$ cat config.mk
export PLATFORM = sky130hd
export DESIGN_NAME = pin_change_irq
export DESIGN_NICKNAME = d
export VERILOG_FILES = /design/src/rtl/ioc_pkg.sv /design/src/rtl/ioc_pin_sync.sv /design/src/rtl/ioc_edge_detect.sv /design/src/rtl/ioc_regs.sv /design/src/rtl/ioc_irq_gen.sv /design/src/rtl/pin_change_irq.sv
export SDC_FILE = /design/constraint.sdc
export NUM_CORES = 1
export LEC_CHECK = 0
export BUFFER_PORTS_ARGS = -buffer_cell sky130_fd_sc_hd__buf_2
export CAP_MARGIN = 40
export CORE_MARGIN = 8
export CORE_UTILIZATION = 60
export CTS_BUF_LIST = sky130_fd_sc_hd__clkbuf_8
export CTS_CLUSTER_DIAMETER = 60
export DETAILED_ROUTE_END_ITERATION = 10
export GPL_ROUTABILITY_DRIVEN = 0
export PLACE_DENSITY = 0.83
export SKIP_LAST_GASP = 1
export SLEW_MARGIN = 20
export SYNTH_ARGS = -nofsm -noshare
export SYNTH_HDL_FRONTEND = slang
export SYNTH_SLANG_ARGS = --single-unit
$ cat constraint.sdc
create_clock -name clk -period 2.6 [get_ports clk]
set_input_delay 0.39 -clock clk [delete_from_list [all_inputs] [get_ports clk]]
set_output_delay 0.39 -clock clk [all_outputs]
set_load 0.03 [all_outputs]
$ cat src/rtl/ioc_pkg.sv
`timescale 1ns/1ps
// Package: shared register selects and control field positions for the
// pin change interrupt controller. Assumes a two-bit register select.
package ioc_pkg;

    typedef enum logic [1:0] {
        SEL_RISE = 2'd0,
        SEL_FALL = 2'd1,
        SEL_FLAG = 2'd2,
        SEL_CTRL = 2'd3
    } reg_sel_e;

    localparam int CTRL_MASTER_BIT = 0;

endpackage

$ cat src/rtl/ioc_pin_sync.sv
`timescale 1ns/1ps
// Module: ioc_pin_sync
// Brings N asynchronous pins into the clock domain through a chain of
// STAGES flops, and keeps one more copy delayed by a cycle so that a
// neighbour can compare the current and previous level.
// Assumes STAGES >= 2 and that the pins are low during reset.
module ioc_pin_sync #(
    parameter int N      = 8,
    parameter int STAGES = 2
) (
    input  logic         clk,
    input  logic         rst_n,
    input  logic [N-1:0] pins_i,
    output logic [N-1:0] cur_o,
    output logic [N-1:0] prev_o
);
    localparam int LAST = STAGES - 1;

    logic [N-1:0] stage_q [STAGES];
    logic [N-1:0] prev_q;

    // First stage samples the raw pins.
    always_ff @(posedge clk) begin
        if (!rst_n) stage_q[0] <= '0;
        else        stage_q[0] <= pins_i;
    end

    // Remaining stages shift the sampled level along the chain.
    for (genvar s = 1; s < STAGES; s++) begin : g_stage
        always_ff @(posedge clk) begin
            if (!rst_n) stage_q[s] <= '0;
            else        stage_q[s] <= stage_q[s-1];
        end
    end

    // Previous-cycle copy of the synchronised level.
    always_ff @(posedge clk) begin
        if (!rst_n) prev_q <= '0;
        else        prev_q <= stage_q[LAST];
    end

    assign cur_o  = stage_q[LAST];
    assign prev_o = prev_q;

endmodule

$ cat src/rtl/ioc_edge_detect.sv
`timescale 1ns/1ps
// Module: ioc_edge_detect
// Compares the synchronised level of each pin with its previous value
// and reports a hit where the transition polarity is selected.
// Assumes cur and prev come from the same synchroniser chain.
module ioc_edge_detect #(
    parameter int N = 8
) (
    input  logic [N-1:0] cur_i,
    input  logic [N-1:0] prev_i,
    input  logic [N-1:0] rise_sel_i,
    input  logic [N-1:0] fall_sel_i,
    output logic [N-1:0] hit_o
);
    // Per-pin polarity match, one slice per pin.
    for (genvar p = 0; p < N; p++) begin : g_pin
        logic went_up;
        logic went_down;
        // Classify the transition seen on this pin.
        always_comb begin
            went_up   = cur_i[p] & ~prev_i[p];
            went_down = ~cur_i[p] & prev_i[p];
            hit_o[p]  = (went_up & rise_sel_i[p]) | (went_down & fall_sel_i[p]);
        end
    end

endmodule

$ cat src/rtl/ioc_regs.sv
`timescale 1ns/1ps
// Module: ioc_regs
// Holds the software-written state: rise selects, fall selects, the
// master switch and the sticky flags. Detected hits are OR-ed into the
// flag vector after any write, so a hit always survives a write.
// Assumes wr_sel_i uses the encodings of ioc_pkg.
module ioc_regs
    import ioc_pkg::*;
#(
    parameter int N = 8
) (
    input  logic         clk,
    input  logic         rst_n,
    input  logic         wr_en_i,
    input  logic [1:0]   wr_sel_i,
    input  logic [N-1:0] wr_data_i,
    input  logic [N-1:0] hit_i,
    output logic [N-1:0] rise_sel_o,
    output logic [N-1:0] fall_sel_o,
    output logic         master_o,
    output logic [N-1:0] flags_o
);
    logic [N-1:0] rise_q, fall_q, flag_q, flag_d;
    logic         master_q;
    logic         wr_rise, wr_fall, wr_flag, wr_ctrl;

    // Decode which register the current write targets.
    always_comb begin
        wr_rise = wr_en_i && (wr_sel_i == SEL_RISE);
        wr_fall = wr_en_i && (wr_sel_i == SEL_FALL);
        wr_flag = wr_en_i && (wr_sel_i == SEL_FLAG);
        wr_ctrl = wr_en_i && (wr_sel_i == SEL_CTRL);
    end

    // Next flag value: written value or held value, then hits on top.
    always_comb begin
        flag_d = wr_flag ? wr_data_i : flag_q;
        flag_d = flag_d | hit_i;
    end

    // Polarity select registers.
    always_ff @(posedge clk) begin
        if (!rst_n) begin
            rise_q <= '0;
            fall_q <= '0;
        end else begin
            if (wr_rise) rise_q <= wr_data_i;
            if (wr_fall) fall_q <= wr_data_i;
        end
    end

    // Master switch register.
    always_ff @(posedge clk) begin
        if (!rst_n)       master_q <= 1'b0;
        else if (wr_ctrl) master_q <= wr_data_i[CTRL_MASTER_BIT];
    end

    // Sticky flag register.
    always_ff @(posedge clk) begin
        if (!rst_n) flag_q <= '0;
        else        flag_q <= flag_d;
    end

    assign rise_sel_o = rise_q;
    assign fall_sel_o = fall_q;
    assign master_o   = master_q;
    assign flags_o    = flag_q;

endmodule

$ cat src/rtl/ioc_irq_gen.sv
`timescale 1ns/1ps
// Module: ioc_irq_gen
// Forms the summary bit from the flags, registers the interrupt request
// gated by the master switch, and raises a one-cycle wake request when
// a hit arrives during the low-power state with the switch on.
// Assumes hits are the same-cycle inputs of the flag register.
module ioc_irq_gen #(
    parameter int N = 8
) (
    input  logic         clk,
    input  logic         rst_n,
    input  logic [N-1:0] flags_i,
    input  logic [N-1:0] hit_i,
    input  logic         master_i,
    input  logic         sleep_i,
    output logic         summary_o,
    output logic         irq_o,
    output logic         wake_o
);
    logic irq_q, wake_q;

    // Summary is the reduction OR of the flags.
    assign summary_o = |flags_i;

    // Registered interrupt request.
    always_ff @(posedge clk) begin
        if (!rst_n) irq_q <= 1'b0;
        else        irq_q <= summary_o & master_i;
    end

    // Registered wake pulse, aligned with the flag update of the hit.
    always_ff @(posedge clk) begin
        if (!rst_n) wake_q <= 1'b0;
        else        wake_q <= sleep_i & master_i & (|hit_i);
    end

    assign irq_o  = irq_q;
    assign wake_o = wake_q;

endmodule

$ cat src/rtl/pin_change_irq.sv
`timescale 1ns/1ps
// Module: pin_change_irq (top)
// Per-pin change interrupt controller: synchroniser, polarity match,
// registers and interrupt/wake generation.
// Assumes a single clock and a synchronous active-low reset.
module pin_change_irq #(
    parameter int N          = 8,
    parameter int SYNC_DEPTH = 2
) (
    input  logic         clk,
    input  logic         rst_n,
    input  logic [N-1:0] pins_i,
    input  logic         sleep_i,
    input  logic         wr_en_i,
    input  logic [1:0]   wr_sel_i,
    input  logic [N-1:0] wr_data_i,
    output logic [N-1:0] flags_o,
    output logic         summary_o,
    output logic         irq_o,
    output logic         wake_o
);
    logic [N-1:0] pin_cur, pin_prev, edge_hit, rise_sel, fall_sel;
    logic         master_q;

    ioc_pin_sync #(.N(N), .STAGES(SYNC_DEPTH)) u_sync (
        .clk    (clk),
        .rst_n  (rst_n),
        .pins_i (pins_i),
        .cur_o  (pin_cur),
        .prev_o (pin_prev)
    );

    ioc_edge_detect #(.N(N)) u_edge (
        .cur_i      (pin_cur),
        .prev_i     (pin_prev),
        .rise_sel_i (rise_sel),
        .fall_sel_i (fall_sel),
        .hit_o      (edge_hit)
    );

    ioc_regs #(.N(N)) u_regs (
        .clk        (clk),
        .rst_n      (rst_n),
        .wr_en_i    (wr_en_i),
        .wr_sel_i   (wr_sel_i),
        .wr_data_i  (wr_data_i),
        .hit_i      (edge_hit),
        .rise_sel_o (rise_sel),
        .fall_sel_o (fall_sel),
        .master_o   (master_q),
        .flags_o    (flags_o)
    );

    ioc_irq_gen #(.N(N)) u_irq (
        .clk       (clk),
        .rst_n     (rst_n),
        .flags_i   (flags_o),
        .hit_i     (edge_hit),
        .master_i  (master_q),
        .sleep_i   (sleep_i),
        .summary_o (summary_o),
        .irq_o     (irq_o),
        .wake_o    (wake_o)
    );

endmodule

==> implementation parameters <==
Parameter                              Value

Status
  Outcome    complete, no violations

Floorplan
  Number of core rows    20
  Floorplan die width    71.6 µm
  Core Box Area    0.00300 mm²
  Full die area    0.00512 mm²
  Initial standard-cell utilization of the core    61.7%
  Number of I/O pins    33
  Vertical die dimension    71.6 µm

Synth
  Flops & latches, synth    51
  Gate count after technology mapping    168
  Cells taking the most area after synthesis    sky130_fd_sc_hd__dfxtp_1 (55%), sky130_fd_sc_hd__mux2i_1 (9.2%), sky130_fd_sc_hd__and2_1 (8.1%)
  Unique masters post-synth    17
  Synth Net Count    190
  Cell area after technology mapping    0.00185 mm²
  Cell taking the most area after synthesis    sky130_fd_sc_hd__dfxtp_1
  Number of synthesis warnings    0
  Sequential area share after synthesis    55.1%
  Fraction of synthesized cell area taken by the top area cell type    55.1%
  Synthesized area per cell    11.0 µm²

Clock network
  TritonCTS clock tree    built
  Clk Latency, worst-skew pair    0.29 ns
  Clock slew seen by the registers of the worst setup and hold paths    0.09 ns
  Number of buffers added for setup after CTS    0
  Root buffer cell    sky130_fd_sc_hd__clkbuf_8
  TritonCTS buffer count    5
  Clock Sink Count    51
  Number of cells upsized or downsized after cts    0
  Max clock buf depth    2
  Number of hold buffers added after CTS    0
  H-tree depth    2

Power and ir drop
  Max IR drop VDD    0.000428 V
  Static leakage    0.934 nW
  Pwr per Cell Area    701 mW/mm²

Timing
  Post-layout min period    1.70 ns
  Final-report max-slew violation count    0
  Maximum achievable frequency    589 MHz
  Max_slew headroom    43.1%
  RSZ-0062 raised after global routing    no
  Pin slew with the least headroom to its limit    0.849 ns
  Endpoints failing setup    0
  Share of the cycle needed by the critical path after routing    65.3%
  Clock skew after layout    0.00422 ns
  Accumulated negative setup slack    0 ns
  Number of endpoints with negative hold slack in the final report    0

Setup path
  Crit. Startpoint    u_regs.flags_o[1]$_SDFF_PN0_
  Highest fanout seen on the critical path    3
  Worst Setup Start Kind    flop
  Endpoint of the most critical setup path    summary_o
  Worst reg2reg path startpoint    u_sync.stage_q[1][6]$_SDFF_PN0_
  FF-to-FF setup slack    1.46 ns
  Classification of the worst setup path    reg -> out
  Endpoint of the worst register-to-register path    u_irq.wake_o$_SDFF_PN0_
  Critical path arrival    1.31 ns
  Worst reg2reg path depth    4
  Worst Setup End Kind    output pin
  Data required time of the critical path    2.21 ns

Routing
  Routed WL    3400 µm
  Post-detailed-route DRC marker count    0
  Average detailed-routed wire length per instance    14.5 µm
  Count of routing violations after the opening detailed-route iteration    78
  Overall via count from detail_route    1245
  Number of antenna-violating nets in the routed design    0
  Number of detailed-route iterations in the first pass    4
  DR vias/cell    5.32

Cells and area
  Area Overhead vs Synth    15.4%
  Flip-flop and latch area    0.00102 mm²
  Number of antenna cells inserted    0
  Area used by multi-input combinational logic    797 µm²
  Post-route core utilization    71.2%
  Most used cells in the layout excluding fill and tap cells    sky130_fd_sc_hd__dfxtp_1 (51), sky130_fd_sc_hd__buf_2 (32), sky130_fd_sc_hd__and2_1 (24)
  Fraction of final layout cells with drive strength greater than 1    24.9%
  Count of nets after finishing    222
  Number of fill cells    242
  Most common library cell in the layout ignoring fill and taps    sky130_fd_sc_hd__dfxtp_1

Placement
  Number of port buffers    32
  Hpwl dp    2460 µm

GRT
  Number of global-route vias before repair    1280
  Overall overflow remaining after global route    0
  Number of antenna violations at the first check in global routing    0
  Combined global-route utilization of all metal layers    13.7%
  First-pass GRT wire length    5610 µm
  Maximum number of pins on one net before global-route repair    52

Worst hold path
  Worst hold path class    in -> reg

Flow run
  # Max-Cap Violations    0
how the worst min path moves through the flow:
stage / startpoint / to / cells after the start
floorplan: u_sync.stage_q[0][0]$_SDFF_PN0_ / u_sync.stage_q[1][0]$_SDFF_PN0_ / 1
detailed placement: u_sync.stage_q[0][1]$_SDFF_PN0_ / u_sync.stage_q[1][1]$_SDFF_PN0_ / 1
global route: pins_i[4] / u_sync.stage_q[0][4]$_SDFF_PN0_ / 2
CTS: pins_i[2] / u_sync.stage_q[0][2]$_SDFF_PN0_ / 2
global placement: u_sync.stage_q[0][2]$_SDFF_PN0_ / u_sync.stage_q[1][2]$_SDFF_PN0_ / 1
finish: pins_i[4] / u_sync.stage_q[0][4]$_SDFF_PN0_ / 2
stage by stage:
| step | power (mW) | instances | worst slack (ns) | hold WS (ns) | cell area, µm² |
|---|---|---|---|---|---|
| after CTS | 1.51 | 234 | 0.876 | 0.286 | 2140 |
| after detailed placement | 0.962 | 226 | 0.850 | 0.422 | 2020 |
| after floorplan | 0.919 | 168 | 1.29 | 0.412 | 1850 |
| after global routing | 1.55 | 234 | 0.797 | 0.285 | 2140 |
| after global placement | 0.957 | 226 | 0.958 | 0.414 | 2020 |
| final | 1.50 | 234 | 0.903 | 0.292 | 2140 |
layout make-up:
cell class	count	share of cell area, %
repair buffers	32	7.49
flip-flops and latches	51	47.8
multi-input cells	110	37.3
clock buffers	6	3.86
clock inverters	2	1.64
well taps	33	1.93
state kept, by name, indices dropped and copies added, names as in the netlist:
name / count
u_regs.flags_o: 8
u_irq.wake_o: 1
u_regs.fall_sel_o: 8
u_irq.irq_o: 1
u_regs.master_o: 1
u_regs.rise_sel_o: 8
u_sync.prev_o: 8
u_sync.stage_q: 16
cells in the mapped netlist, drive strengths merged:
master  instances
nor4            4
buf             2
o21a            8
nand3           2
mux2            8
a21oi           1
nor3b           1
nand3b         10
mux2i          17
dfxtp          51
o21ai           8
and3            1
clkbuf          5
and2           24
nor2b          17
nand2           9
cell families (layout without fill, tap and decap cells):
| kind of cell | count (synthesis) | count (layout) | synth area share [%] |
|---|---|---|---|
| flip-flops | 51 | 51 | 55.1 |
| AO/OA/AOI/OAI | 17 | 17 | 5.68 |
| multiplexers | 25 | 25 | 14.1 |
| AND/OR/NAND/NOR | 68 | 68 | 23.3 |
| buffers and inverters | 7 | 40 | 1.82 |
report_power, final:
group          internal [mW]  leakage (nW)  total [mW]  switching (mW)
Sequential             0.810         0.417       0.825          0.0148
Clock                  0.311        0.0612       0.555           0.243
Combinational         0.0553         0.456       0.119          0.0640
layer usage:
metal,GRT usage (%),wire length [µm],up-vias
li1,-,-,631
met1,14.4,1480,582
met2,23.8,1720,30
met3,5.30,189,2
met4,6.12,15,0
met5,0,0,-
critical path: stages (launching register included):
cell                      delay (ns)
sky130_fd_sc_hd__dfxtp_1        0.34
sky130_fd_sc_hd__nor4_1         0.33
sky130_fd_sc_hd__nand2_1        0.14
sky130_fd_sc_hd__buf_2          0.21
No activity file was read; power rests on OpenSTA's default activity.
